**src/rtl/zbd_pkg.sv**
```systemverilog
package zbd_pkg;

    // Smallest divisor of the reference clock (zone code 0).
    localparam int unsigned REF_DIV_BASE   = 13;
    // Width of the zone select; each code step adds one to the divisor.
    localparam int unsigned ZONE_BITS      = 2;
    // Decoder ticks making up one bit cell.
    localparam int unsigned TICKS_PER_CELL = 4;
    // Synchroniser depth for the asynchronous flux input.
    localparam int unsigned SYNC_DEPTH     = 2;

endpackage

```
**src/rtl/zbd_flux_sync.sv**
```systemverilog
module zbd_flux_sync #(
    parameter int unsigned STAGES = 2
) (
    input  logic clk,
    input  logic rst_n,
    input  logic flux_i,
    output logic rise_o
);

    localparam int unsigned TOP = STAGES - 1;

    typedef struct packed {
        logic [STAGES-1:0] chain;
        logic              last;
    } sync_t;

    sync_t s_d, s_q;

    // Shift chain built stage by stage; stage 0 samples the pin.
    logic [STAGES-1:0] chain_next;

    generate
        for (genvar g = 0; g < STAGES; g++) begin : g_stage
            if (g == 0) begin : g_first
                assign chain_next[g] = flux_i;
            end else begin : g_rest
                assign chain_next[g] = s_q.chain[g-1];
            end
        end
    endgenerate

    always_comb begin
        s_d       = s_q;
        s_d.chain = chain_next;
        s_d.last  = s_q.chain[TOP];
    end

    always_ff @(posedge clk or negedge rst_n) begin
        if (!rst_n) begin
            s_q <= '0;
        end else begin
            s_q <= s_d;
        end
    end

    assign rise_o = s_q.chain[TOP] & ~s_q.last;

    AST_EDGE_ONCE: assert property (@(posedge clk) disable iff (!rst_n)
        rise_o |=> !rise_o);

endmodule

```
**src/rtl/zbd_rate_div.sv**
```systemverilog
module zbd_rate_div #(
    parameter int unsigned ZONE_W   = 2,
    parameter int unsigned DIV_BASE = 13
) (
    input  logic              clk,
    input  logic              rst_n,
    input  logic [ZONE_W-1:0] zone_i,
    input  logic              restart_i,
    output logic              tick_o
);

    localparam int unsigned DIV_MAX = DIV_BASE + (1 << ZONE_W) - 1;
    localparam int unsigned CNT_W   = $clog2(DIV_MAX);

    typedef struct packed {
        logic [CNT_W-1:0] cnt;
    } div_t;

    div_t d_d, d_q;
    logic [CNT_W-1:0] reload;

    // Terminal count for the zone in force at the moment of reload.
    assign reload = CNT_W'(DIV_BASE - 1) + CNT_W'(zone_i);
    assign tick_o = (d_q.cnt == '0);

    always_comb begin
        d_d = d_q;
        if (restart_i || tick_o) begin
            d_d.cnt = reload;
        end else begin
            d_d.cnt = d_q.cnt - 1'b1;
        end
    end

    always_ff @(posedge clk or negedge rst_n) begin
        if (!rst_n) begin
            d_q <= '0;
        end else begin
            d_q <= d_d;
        end
    end

    AST_RESTART_NO_TICK: assert property (@(posedge clk) disable iff (!rst_n)
        restart_i |=> !tick_o);

    AST_TICK_RELOAD: assert property (@(posedge clk) disable iff (!rst_n)
        tick_o |=> (d_q.cnt >= CNT_W'(DIV_BASE - 1)));

endmodule

```
**src/rtl/zbd_cell_track.sv**
```systemverilog
module zbd_cell_track #(
    parameter int unsigned CELL_TICKS = 4
) (
    input  logic clk,
    input  logic rst_n,
    input  logic tick_i,
    input  logic rise_i,
    output logic bit_o,
    output logic strb_o
);

    localparam int unsigned PH_W = (CELL_TICKS > 1) ? $clog2(CELL_TICKS) : 1;
    localparam logic [PH_W-1:0] PH_LAST = PH_W'(CELL_TICKS - 1);

    typedef struct packed {
        logic [PH_W-1:0] phase;
        logic            seen;
        logic            strb;
        logic            bitv;
    } cell_t;

    cell_t c_d, c_q;
    logic  closing;

    assign closing = tick_i && (c_q.phase == PH_LAST);

    always_comb begin
        c_d      = c_q;
        c_d.strb = 1'b0;
        // A cell that closes this cycle is always reported, even if a
        // reversal lands at the same time.
        if (closing) begin
            c_d.strb = 1'b1;
            c_d.bitv = c_q.seen;
        end
        if (rise_i) begin
            c_d.phase = '0;
            c_d.seen  = 1'b1;
        end else if (tick_i) begin
            if (closing) begin
                c_d.phase = '0;
                c_d.seen  = 1'b0;
            end else begin
                c_d.phase = c_q.phase + 1'b1;
            end
        end
    end

    always_ff @(posedge clk or negedge rst_n) begin
        if (!rst_n) begin
            c_q <= '0;
        end else begin
            c_q <= c_d;
        end
    end

    assign bit_o  = c_q.bitv;
    assign strb_o = c_q.strb;

    AST_EDGE_RESTART: assert property (@(posedge clk) disable iff (!rst_n)
        rise_i |=> (c_q.phase == '0 && c_q.seen));

    AST_STROBE_SINGLE: assert property (@(posedge clk) disable iff (!rst_n)
        c_q.strb |=> !c_q.strb);

    AST_BIT_HOLD: assert property (@(posedge clk) disable iff (!rst_n)
        !c_q.strb |-> $stable(c_q.bitv));

endmodule

```
**src/rtl/zone_bit_decoder.sv**
```systemverilog
module zone_bit_decoder
    import zbd_pkg::*;
#(
    parameter int unsigned DIV_BASE   = REF_DIV_BASE,
    parameter int unsigned ZONE_W     = ZONE_BITS,
    parameter int unsigned CELL_TICKS = TICKS_PER_CELL,
    parameter int unsigned SYNC_STG   = SYNC_DEPTH
) (
    input  logic              clk,
    input  logic              rst_n,
    input  logic [ZONE_W-1:0] zone,
    input  logic              flux_in,
    output logic              dec_bit,
    output logic              bit_strobe
);

    logic flux_rise;
    logic dec_tick;

    zbd_flux_sync #(
        .STAGES (SYNC_STG)
    ) u_sync (
        .clk    (clk),
        .rst_n  (rst_n),
        .flux_i (flux_in),
        .rise_o (flux_rise)
    );

    zbd_rate_div #(
        .ZONE_W   (ZONE_W),
        .DIV_BASE (DIV_BASE)
    ) u_div (
        .clk       (clk),
        .rst_n     (rst_n),
        .zone_i    (zone),
        .restart_i (flux_rise),
        .tick_o    (dec_tick)
    );

    zbd_cell_track #(
        .CELL_TICKS (CELL_TICKS)
    ) u_cell (
        .clk    (clk),
        .rst_n  (rst_n),
        .tick_i (dec_tick),
        .rise_i (flux_rise),
        .bit_o  (dec_bit),
        .strb_o (bit_strobe)
    );

endmodule

```
**config.mk**
```make
export PLATFORM = sky130hd
export DESIGN_NAME = zone_bit_decoder
export DESIGN_NICKNAME = d
export VERILOG_FILES = /design/src/rtl/zbd_pkg.sv /design/src/rtl/zbd_flux_sync.sv /design/src/rtl/zbd_rate_div.sv /design/src/rtl/zbd_cell_track.sv /design/src/rtl/zone_bit_decoder.sv
export SDC_FILE = /design/constraint.sdc
export NUM_CORES = 1
export LEC_CHECK = 0
export CAP_MARGIN = 30
export CORE_AREA = 8 8 45 47
export CTS_CLUSTER_SIZE = 40
export DETAILED_ROUTE_END_ITERATION = 6
export DIE_AREA = 0 0 53 55
export DONT_BUFFER_PORTS = 1
export GPL_TIMING_DRIVEN = 0
export PLACE_DENSITY = 0.52
export SLEW_MARGIN = 20
export SYNTH_ARGS = -nofsm -noshare
export SYNTH_HDL_FRONTEND = slang
export SYNTH_SLANG_ARGS = --single-unit
```
**constraint.sdc**
```tcl
create_clock -name clk -period 1.5 [get_ports clk]
set_clock_uncertainty 0.2 [all_clocks]
set_input_delay 0.15 -clock clk [delete_from_list [all_inputs] [get_ports clk]]
set_output_delay 0.15 -clock clk [all_outputs]
set_load 0.01 [all_outputs]
```
## Word level (Yosys, flattened, before mapping)

Index checks and enable logic that the tools add are counted.

- ROM bits: 0
- Memories: 0
- Latch bits: 0
- Output and inout port bits: 2
- Memory bits (writable): 0
- Word-level logic and storage cells: 25
- Register bits after elaboration: 12

- Reduce and logical (&&, ||, !) cells: 6
- Shift-type cells: 0
- Bitwise operators: 2
- $lt $le $gt $ge: 0
- Div/mod/pow operators: 0
- $add $sub $neg: 3
- Muxes and demuxes: 6
- Multiply operators: 0
- Equality and inequality tests: 1

Operators with widths:

| kind | number |
|---|---|
| $mux 3 | 2 |
| $add 3x3->4 const A | 1 |
| $logic_not 4->1 | 1 |
| $mux 2 | 2 |
| $mux 4 | 1 |
| $reduce_bool 2->1 | 2 |
| $sub 4x1->4 const B | 1 |
| $add 2x1->2 const B | 1 |
| $eq 2x2->1 const B | 1 |
| $reduce_and 2->1 | 1 |
| $and 1x1->1 | 1 |
| $logic_and 1x1->1 | 1 |
| $logic_or 1x1->1 | 1 |
| $mux 1 | 1 |
| $not 1->1 | 1 |

## Depth between registers and ports, before layout

Gate-level depths: netlist (run 1).

- Word-level depth: 5
- Depth in mapped cells: 5

## Cells and area by module

A second synthesis (run 1) with hierarchy kept.

- Cell total of the unflattened synthesis: 37
- Area total of the unflattened synthesis: 491.7 um^2

Modules (own cells, without submodules):

| module | seq. area each (um^2) | cells each | times used | area each (um^2) |
|---|---|---|---|---|
| zbd_cell_track | 125.1 | 15 | 1 | 201.4 |
| zbd_rate_div | 100.1 | 18 | 1 | 201.4 |
| zbd_flux_sync | 75.1 | 4 | 1 | 88.8 |

## Worst setup path before layout (run 1)

Ideal clock, no wire load.

- Kind: reg2reg
- From: reg u_div.d_q[0] (netlist name)
- To: reg u_cell.c_q, in the netlist u_cell.bit_o
- Setup slack: -0.121 ns
- Arrival: 1.296 ns
- Cell stages (with the launch flop): 6
- Buffers on the path: 0
- Clock period less this slack: 1.621 ns
- Cell sequence: dfrtp_1 inv_1 ha_1 nor3b_4 nand2_2 mux2_4

- Longest elaborated chain between the ends: 2

RTL lines:

| what | line | source |
|---|---|---|
| from (decl) | zbd_rate_div.sv:19 | `div_t d_d, d_q;` |
| from (signal assigned) | zbd_rate_div.sv:37 | `d_q <= '0;` |
| from (signal assigned) | zbd_rate_div.sv:39 | `d_q <= d_d;` |
| $logic_not 4->1 | zbd_rate_div.sv:24 | `assign tick_o = (d_q.cnt == '0);` |
| $logic_and 1x1->1 | zbd_cell_track.sv:25 | `assign closing = tick_i && (c_q.phase == PH_LAST);` |
| to (signal assigned) | zbd_cell_track.sv:51 | `c_q <= '0;` |
| to (signal assigned) | zbd_cell_track.sv:53 | `c_q <= c_d;` |
| to (decl) | zbd_cell_track.sv:22 | `cell_t c_d, c_q;` |

No other way between the ends.
A chain may end at the register's enable or synchronous reset.

## Worst setup path in the final report (run 1)

Ends and elaborated chain as after synthesis.

==> results.json, run 1 <==
{
  "outcome": "finished with violations",
  "failed_checks": "setup timing",
  "ys_seq_elements": 12,
  "initial_antenna_violation_count": 0,
  "layout.area.seq_um2": 300,
  "top_level_ports": 7,
  "layout.cells.non_filler": 70,
  "die_w_um": 53,
  "number_of_cells_produced_by_synthesis": 42,
  "std_cell_rows": 14,
  "finalHoldWorstSlack_ps": 92.1,
  "total_placed_instance_area_um2": 515,
  "grt_first_pass_wirelength_mm": 1.48,
  "grt_max_degree": 13,
  "worstSetupStartpoint": "u_div.d_q[0]",
  "arrival_ps": 1570,
  "clock_latency_ps": 260,
  "finalMaxSlewViolations": 0,
  "multiInputGateArea_um2": 186,
  "cellLeakagePower_nw": 0.299,
  "floorplan.core_area_mm2": 0.00138,
  "cts_htree_levels": 1,
  "ant_nets_after_route": 0,
  "ys_types": 15,
  "vias_in_the_first_global_route": 361,
  "cts-buffers-inserted": 3,
  "route.detailed.drc": 0,
  "synthToLayoutAreaGrowth_pct": 28.2,
  "clock_transition_at_the_registers_of_the_reported_paths_ps": 70,
  "num-nets-final": 62,
  "peakVddDrop_uv": 456,
  "avgRoutedWirePerCell_um": 12.6,
  "synthesis.area_um2": 493,
  "synth_async_sr_flop_share_pct": 100,
  "dieArea_mm2": 0.00292,
  "critical_path.startpoint_type": "flop",
  "regToRegEndpoint": "u_cell.bit_o",
  "number_of_enable_flip_flop_cells_after_synthesis": 0,
  "cts_buffer_depth": 2,
  "drv.max_cap_violation_count": 0,
  "worst-setup-path-type": "reg2reg",
  "detailed_route_via_count": 328,
  "starting_density_of_the_core_pct": 35.6,
  "critPathMaxFanout": 6,
  "total_power_uw": 918,
  "grt_usage_pct": 7.35,
  "antenna-diode-count": 0,
  "drt_first_iter_violations": 6,
  "r2r_slack_ps": -120,
  "clock_sinks": 12,
  "stdcell_area_um2": 632,
  "grt_setup_unrepaired": "yes",
  "setup_viol": 3,
  "worst-slew-pin-transition_ps": 518,
  "place.gp.congestion": 0.664,
  "req_time_crit_path_ps": 1450,
  "post_route_cells_drive_above_1_share_pct": 25.9,
  "setup_tns_ps": -225,
  "power-per-cell-area_mw_per_mm2": 1450,
  "worstRegToRegCells": 5,
  "die_height_um": 55,
  "final_critical_path_time_including_i_o_delays_and_setup_ps": 1620,
  "ys.flop_type": "sky130_fd_sc_hd__dfrtp_1",
  "port_buffers": 0,
  "synthesis.yosys.warnings": 0,
  "yosysSeqAreaShare_pct": 60.9,
  "clock_tree.root_cell": "sky130_fd_sc_hd__clkbuf_4",
  "r2r-start": "u_div.d_q[0]",
  "detail_route.wirelength_um": 881,
  "first_pass_iters": 4,
  "synthesized_net_count": 49,
  "post_drt_via_cell_ratio": 4.69,
  "tritoncts": "built",
  "critPathCaptureType": "flop",
  "layout.core_utilization_pct": 45.7,
  "slew_headroom_pct": 65.4,
  "clock.fmax_ghz": 0.617,
  "final_critical_path_setup_slack_ps": -122,
  "class_of_the_tightest_hold_or_removal_check": "in2async",
  "gr-total-overflow": 0,
  "number_of_cells_in_the_design_after_placement": 58,
  "mean_syn_cell_area_um2": 11.7,
  "worst_setup_timing_slack_at_the_placement_stage_ps": -247,
  "final_number_of_hold_violating_endpoints": 0,
  "final.fill_count": 144,
  "min_period_over_period_pct": 108
}
[worst max path at each step]
stage / to / slack (ps) / cells after the start
2_1_floorplan: u_cell.bit_o / -110 / 5
3_3_place_gp: u_cell.bit_o / -210 / 5
3_5_place_dp: u_cell.bit_o / -250 / 5
4_1_cts: u_cell.bit_o / -130 / 5
5_1_grt: u_cell.c_q[4] / -190 / 6
6_report: u_cell.bit_o / -120 / 5
[kinds of logic (layout without fill, tap and decap cells)]
kind of cell / count (synthesis) / after routing / share of synthesized area, %
DFF: 12 / 12 / 60.9
adders and majority gates: 2 / 2 / 5.08
and+or+nand+nor: 10 / 10 / 12.4
muxes: 3 / 3 / 7.11
buffers and inverters: 5 / 17 / 3.81
AOI/OAI and AO/OA: 10 / 10 / 10.7
[where the power goes]
part / internal, mW / switching [mW]
Sequential: 0.379 / 0.0624
Combinational: 0.126 / 0.103
Clock: 0.147 / 0.0999
Total: 0.653 / 0.265
[registers in the layout (all words and copies together) (netlist names)]
| name | flops |
|---|---|
| u_cell.bit_o | 1 |
| u_cell.c_q | 3 |
| u_cell.strb_o | 1 |
| u_div.d_q | 4 |
| u_sync.chain_next | 1 |
| u_sync.s_d | 1 |
| u_sync.s_q | 1 |
[timing repair]
| item | CTS | global route |
|---|---|---|
| setup buffers | 4 | 0 |
| hold endpoints to repair | 15 | 0 |
| gates resized for setup | 3 | 2 |
| gates cloned | 0 | 0 |
| setup endpoints to repair | 6 | 6 |
| hold buffers | 4 | 0 |
| pin swaps | 2 | 3 |
[layout make-up]
cell class | count | area share, %
clock buffers | 4 | 5.74
repair buffers | 8 | 11.1
plain buffers | 1 | 0.594
multi-input cells | 25 | 29.5
flip-flops and latches | 12 | 47.5
well taps | 16 | 3.17
inverters | 4 | 2.38
[placed cells by master (no fill, tap or decap), drive strengths merged]
| cell | n |
|---|---|
| dfrtp | 12 |
| o21ai | 7 |
| nor2 | 5 |
| clkbuf | 5 |
| dlygate4sd3 | 4 |
| buf | 4 |
| inv | 4 |
| a21oi | 2 |
| mux2i | 2 |
| ha | 2 |
| nor3b | 1 |
| nand2 | 1 |
| nor2b | 1 |
| or2 | 1 |
| nand3 | 1 |
| mux2 | 1 |
| a21o | 1 |
[layer usage]
layer | part of all wire (%) | track usage [%] | vias to the layer above
met4 | 0 | 5.17 | 0
met2 | 56 | 13.1 | 1
li1 | - | - | 164
met3 | 2.6 | 3.21 | 0
met1 | 42 | 6.58 | 163
met5 | 0 | 0 | -
[critical path, stage by stage, from the launching register on]
cell and delay [ps]:
sky130_fd_sc_hd__dfrtp_1 400, sky130_fd_sc_hd__inv_2 70, sky130_fd_sc_hd__ha_4 130, sky130_fd_sc_hd__nor3b_4 290
sky130_fd_sc_hd__nand2_2 120, sky130_fd_sc_hd__mux2_4 300
[cells in the mapped netlist (all sizes together) (2+ instances only)]
library cell | count | area [µm²]
ha | 2 | 25.0
inv | 4 | 15.0
o21ai | 7 | 35.0
mux2i | 2 | 20.0
nor2 | 5 | 18.8
a21oi | 2 | 10.0
dfrtp | 12 | 300
Power figures use the tool's default switching activity.
==> inputs of run 2 (changes only) <==
- CORE_AREA: 8 8 45 47 -> 10 10 47 49
- DIE_AREA: 0 0 53 55 -> 0 0 57 59
- clock period: 1.5 -> 1.35 ns (I/O delays scaled with it)
==> results.json, run 2 (synthesized netlist as in run 1, its figures left out) <==
{
  "route.detailed.drc": 0,
  "failed_checks": "setup timing",
  "final_critical_path_setup_slack_ps": -254,
  "clock_sinks": 12,
  "largestRegisters": "u_div.d_q x4, u_cell.c_q x3",
  "grt_max_degree": 13,
  "r2r_slack_ps": -250,
  "largest_register_ff_count": 4,
  "critPathCaptureType": "flop",
  "final_critical_path_time_including_i_o_delays_and_setup_ps": 1600,
  "avgRoutedWirePerCell_um": 12.9,
  "r2r-start": "u_div.d_q[0]",
  "clock_latency_ps": 260,
  "layout.cells.non_filler": 71,
  "worst-setup-path-type": "reg2reg",
  "most_frequent_standard_cell_in_the_layout_excluding_fill_and_tap_cells": "sky130_fd_sc_hd__dfrtp_1",
  "slew_headroom_pct": 65.6,
  "power-per-cell-area_mw_per_mm2": 1560,
  "drv.max_cap_violation_count": 0,
  "detailed_route_via_count": 345,
  "clock.fmax_ghz": 0.623,
  "critPathMaxFanout": 3,
  "outcome": "finished with violations",
  "num-nets-final": 63,
  "post_route_cells_drive_above_1_share_pct": 29.1,
  "worst_setup_timing_slack_at_the_placement_stage_ps": -385,
  "synthToLayoutAreaGrowth_pct": 30.5,
  "antenna-diode-count": 0,
  "critical_path.startpoint_type": "flop",
  "dieArea_mm2": 0.00336,
  "vias_in_the_first_global_route": 401,
  "clock_transition_at_the_registers_of_the_reported_paths_ps": 70,
  "final_number_of_hold_violating_endpoints": 0,
  "peakVddDrop_uv": 652,
  "cts-buffers-inserted": 3,
  "initial_antenna_violation_count": 0,
  "std_cell_rows": 14,
  "post_drt_via_cell_ratio": 4.86,
  "setup_tns_ps": -1330,
  "max_flop_register": "u_div.d_q",
  "min_period_over_period_pct": 119,
  "arrival_ps": 1560,
  "place.gp.congestion": 0.588,
  "cts_buffer_depth": 2,
  "number_of_cells_in_the_design_after_placement": 58,
  "grt_usage_pct": 6.28,
  "cts_htree_levels": 1,
  "gr-total-overflow": 0,
  "regToRegEndpoint": "u_cell.bit_o",
  "drt_first_iter_violations": 8,
  "layout.core_utilization_pct": 45.9,
  "starting_density_of_the_core_pct": 35.2,
  "req_time_crit_path_ps": 1300,
  "first_pass_iters": 4,
  "class_of_the_tightest_hold_or_removal_check": "in2async",
  "most_used_cells_in_the_layout_excluding_fill_and_tap_cells": "sky130_fd_sc_hd__dfrtp_1 (12), sky130_fd_sc_hd__nor2_1 (5), sky130_fd_sc_hd__o21ai_1 (4), sky130_fd_sc_hd__dlygate4sd3_1 (4), sky130_fd_sc_hd__buf_4 (4)",
  "grt_setup_unrepaired": "yes",
  "grt_first_pass_wirelength_mm": 1.68,
  "die_w_um": 57,
  "ant_nets_after_route": 0,
  "setup_viol": 7,
  "worstRegToRegCells": 5,
  "finalMaxSlewViolations": 0,
  "tritoncts": "built",
  "die_height_um": 59,
  "finalHoldWorstSlack_ps": 78.4,
  "worst-slew-pin-transition_ps": 514,
  "top_level_ports": 7,
  "port_buffers": 0,
  "clock_tree.root_cell": "sky130_fd_sc_hd__clkbuf_4",
  "floorplan.core_area_mm2": 0.00140,
  "detail_route.wirelength_um": 919,
  "cellLeakagePower_nw": 0.309
}
-- run 2: changes by cell type in the layout (fill, tap and decap cells not counted), sizes merged --
cell	change
clkbuf	-1
buf	+2
-- run 2: worst max-delay path, cell delays in order (launching register included) --
cell	delay, ps
sky130_fd_sc_hd__dfrtp_1	390
sky130_fd_sc_hd__inv_1	60
sky130_fd_sc_hd__ha_2	170
sky130_fd_sc_hd__nor3b_4	260
sky130_fd_sc_hd__nand2_2	110
sky130_fd_sc_hd__mux2_4	300
-- run 2: final cells by class --
| cell class | count | area (µm²) |
|---|---|---|
| Tap cell | 16 | 20.0 |
| Fill cell | 140 | 758 |
| Inverter | 4 | 15.0 |
| Sequential cell | 12 | 300 |
| Clock buffer | 4 | 36.3 |
| Multi-Input combinational cell | 25 | 179 |
| Timing Repair Buffer | 10 | 92.6 |
-- run 2: per-layer routing --
layer,vias up,routed length (µm),GRT usage (%)
met3,0,20,1.93
li1,166,-,-
met1,178,335,5.72
met5,-,0,0
met2,1,563,12.2
met4,0,0,3.02
-- run 2: how the worst max path moves through the flow --
| stage | from | to | slack (ps) | cells after the start |
|---|---|---|---|---|
| after floorplan | u_div.d_q[0] | u_cell.bit_o | -260 | 5 |
| after global placement | u_div.d_q[0] | u_cell.bit_o | -370 | 5 |
| after detailed placement | u_div.d_q[0] | u_cell.bit_o | -380 | 5 |
| after CTS | u_div.d_q[0] | u_cell.c_q[4] | -230 | 6 |
| after global routing | u_div.d_q[1] | u_cell.c_q[4] | -340 | 6 |
| final | u_div.d_q[0] | u_cell.bit_o | -250 | 5 |
-- run 2: repair_timing --
| action | CTS | global route |
|---|---|---|
| setup endpoints to repair | 7 | 9 |
| hold buffers | 4 | 0 |
| endpoints found under the hold margin | 15 | 0 |
| pin swaps | 4 | 1 |
| setup buffers | 6 | 0 |
| gates resized for setup | 3 | 4 |
-- run 2: power breakdown --
part / switching, mW / total, mW / internal [mW]
clock network: 0.110 / 0.274 / 0.163
logic: 0.111 / 0.245 / 0.135
registers: 0.0640 / 0.485 / 0.421
total: 0.285 / 1.00 / 0.719
-- run 2: per-stage QoR --
stage	total power [mW]	area (µm²)
floorplan	0.614	495
global placement	0.635	515
detailed placement	0.656	515
CTS	1.00	641
global route	1.08	643
finish	1.00	643
==> inputs of run 3 (changes only) <==
- ABC_AREA: unset -> 1
- PLACE_DENSITY: 0.52 -> 0.55
==> results.json, run 3 <==
{
  "ys_top_cells_by_count": "sky130_fd_sc_hd__nand2_1 (14), sky130_fd_sc_hd__dfrtp_1 (12), sky130_fd_sc_hd__inv_1 (8)",
  "place.gp.congestion": 0.687,
  "detailed_route_via_count": 374,
  "antenna-diode-count": 0,
  "tritoncts": "built",
  "max_flop_register": "u_div.d_q",
  "r2r-start": "u_div.d_q[0]",
  "min_period_over_period_pct": 90.9,
  "clock_tree.root_cell": "sky130_fd_sc_hd__clkbuf_4",
  "synthesis.area_um2": 534,
  "clock_latency_ps": 270,
  "most_used_cells_in_the_layout_excluding_fill_and_tap_cells": "sky130_fd_sc_hd__nand2_1 (14), sky130_fd_sc_hd__dfrtp_1 (12), sky130_fd_sc_hd__inv_1 (7)",
  "number_of_cells_produced_by_synthesis": 55,
  "avgRoutedWirePerCell_um": 11.3,
  "drt_first_iter_violations": 7,
  "hpwlAfterDp_um": 622,
  "worstSetupStartpoint": "u_div.d_q[0]",
  "post_drt_via_cell_ratio": 4.73,
  "cts_htree_levels": 1,
  "synth_async_sr_flop_share_pct": 100,
  "drv.max_cap_violation_count": 0,
  "post-cts-setup-buffers": 0,
  "worst_setup_timing_slack_at_the_placement_stage_ps": -81.4,
  "yosysSeqAreaShare_pct": 56.2,
  "post_route_cells_drive_above_1_share_pct": 19.0,
  "final_number_of_hold_violating_endpoints": 0,
  "peakVddDrop_uv": 662,
  "floorplan.core_area_mm2": 0.00140,
  "critPathMaxFanout": 7,
  "req_time_crit_path_ps": 1310,
  "synth_most_common_cell": "sky130_fd_sc_hd__nand2_1",
  "clock_transition_at_the_registers_of_the_reported_paths_ps": 70,
  "regToRegEndpoint": "u_cell.bit_o",
  "cts-buffers-inserted": 3,
  "slew_headroom_pct": 63.9,
  "most_frequent_standard_cell_in_the_layout_excluding_fill_and_tap_cells": "sky130_fd_sc_hd__nand2_1",
  "grt_usage_pct": 6.31,
  "cellLeakagePower_nw": 0.340,
  "gr-total-overflow": 0,
  "largestRegisters": "u_div.d_q x4, u_cell.c_q x3",
  "port_buffers": 0,
  "initial_antenna_violation_count": 0,
  "critical_path.startpoint_type": "flop",
  "synthToLayoutAreaGrowth_pct": 20.4,
  "final_critical_path_setup_slack_ps": 123,
  "die_w_um": 57,
  "power-per-cell-area_mw_per_mm2": 1640,
  "synthesis.yosys.warnings": 0,
  "route.detailed.drc": 0,
  "die_height_um": 59,
  "detail_route.wirelength_um": 895,
  "setup_tns_ps": 0,
  "post_synth_main_area_contributors": "sky130_fd_sc_hd__dfrtp_1 (56%), sky130_fd_sc_hd__nand2_1 (9.8%), sky130_fd_sc_hd__nand3_1 (5.6%)",
  "total_power_mw": 1.05,
  "largest_register_ff_count": 4,
  "class_of_the_tightest_hold_or_removal_check": "in2async",
  "arrival_ps": 1190,
  "first_pass_iters": 2,
  "num-nets-final": 71,
  "mean_syn_cell_area_um2": 9.71,
  "std_cell_rows": 14,
  "r2r_slack_ps": 120,
  "dieArea_mm2": 0.00336,
  "ys_types": 15,
  "outcome": "finished, final reports clean",
  "ys_seq_elements": 12,
  "clock_sinks": 12,
  "finalMaxSlewViolations": 0,
  "number_of_enable_flip_flop_cells_after_synthesis": 0,
  "worst-slew-pin-transition_ps": 540,
  "final_critical_path_time_including_i_o_delays_and_setup_ps": 1230,
  "top_level_ports": 7,
  "vias_in_the_first_global_route": 383,
  "ant_nets_after_route": 0,
  "grt_setup_unrepaired": "no",
  "grt_first_pass_wirelength_mm": 1.61,
  "grt_max_degree": 13,
  "synthDominantCellAreaShare_pct": 56.2,
  "setup_viol": 0,
  "cts_buffer_depth": 2,
  "critPathCaptureType": "flop",
  "synth_top_area_cell": "sky130_fd_sc_hd__dfrtp_1",
  "worst-setup-path-type": "reg2reg",
  "synthesized_net_count": 62,
  "worstRegToRegCells": 5,
  "clock.fmax_ghz": 0.815,
  "starting_density_of_the_core_pct": 38.1,
  "ys.flop_type": "sky130_fd_sc_hd__dfrtp_1"
}
[run 3: changes by cell type after synthesis, sizes merged, moves of 2 or more]
cell    before  now
nand2        1   16
nand3        1    7
o21ai        7    2
inv          4    8
mux2i        2    0
nand3b       0    2
[run 3: layer usage]
metal	wire length [µm]	vias up	global-route usage, %
met1	395	173	5.70
li1	-	193	-
met5	0	-	0
met4	14	0	6.04
met3	43	2	3.00
met2	441	6	10.2
[run 3: cells by family after synthesis]
kind of cell | count (synthesis) | share of synthesized area [%]
buffers and inverters | 8 | 5.62
and+or+nand+nor | 30 | 30.7
DFF | 12 | 56.2
AOI/OAI and AO/OA | 3 | 2.81
adders and majority gates | 2 | 4.68
[run 3: cell type report]
type                       count  area (µm²)
clock buffer                   4        36.3
fill                         137         758
inverter                       8        30.0
multi-input combinational     35         216
sequential                    12         300
tap                           16        20.0
timing repair buffer           4        40.0
[run 3: report_power, final]
group          total [mW]  switching (mW)  internal [mW]
clock               0.280           0.116          0.164
sequential          0.476          0.0521          0.424
combinational       0.297           0.165          0.132
total                1.05           0.333          0.719
[run 3: stage by stage]
stage / hold WS (ps) / instance area (µm²) / utilization, % / instances
2_1_floorplan: -361 / 534 / - / 55
3_3_place_gp: -360 / 554 / 39.6 / 71
3_5_place_dp: -360 / 554 / 39.6 / 71
4_1_cts: 93.2 / 633 / 45.2 / 79
5_1_grt: 110 / 643 / 45.9 / 79
6_report: 83.4 / 643 / 45.9 / 79
[run 3: worst max-delay path: stages (launching register included)]
cell	delay, ps
sky130_fd_sc_hd__dfrtp_1	370
sky130_fd_sc_hd__inv_2	110
sky130_fd_sc_hd__ha_4	200
sky130_fd_sc_hd__nand3_4	100
sky130_fd_sc_hd__nand2_1	80
sky130_fd_sc_hd__o21ai_1	50
[run 3: worst max path at each step]
| stage | to | slack [ps] | depth (start not counted) |
|---|---|---|---|
| floorplan | u_cell.c_q[3] | 40 | 5 |
| global placement | u_cell.c_q[2] | -50 | 5 |
| detailed placement | u_cell.bit_o | -80 | 5 |
| CTS | u_cell.bit_o | 10 | 5 |
| global route | u_cell.bit_o | 50 | 5 |
| finish | u_cell.bit_o | 120 | 5 |
[run 3: repair_timing]
action / in CTS / in global routing
gates cloned: 0 / 0
hold endpoints to repair: 15 / 0
hold buffers: 4 / 0
setup endpoints to repair: 7 / 7
resized for setup: 1 / 2
pin swaps: 0 / 0
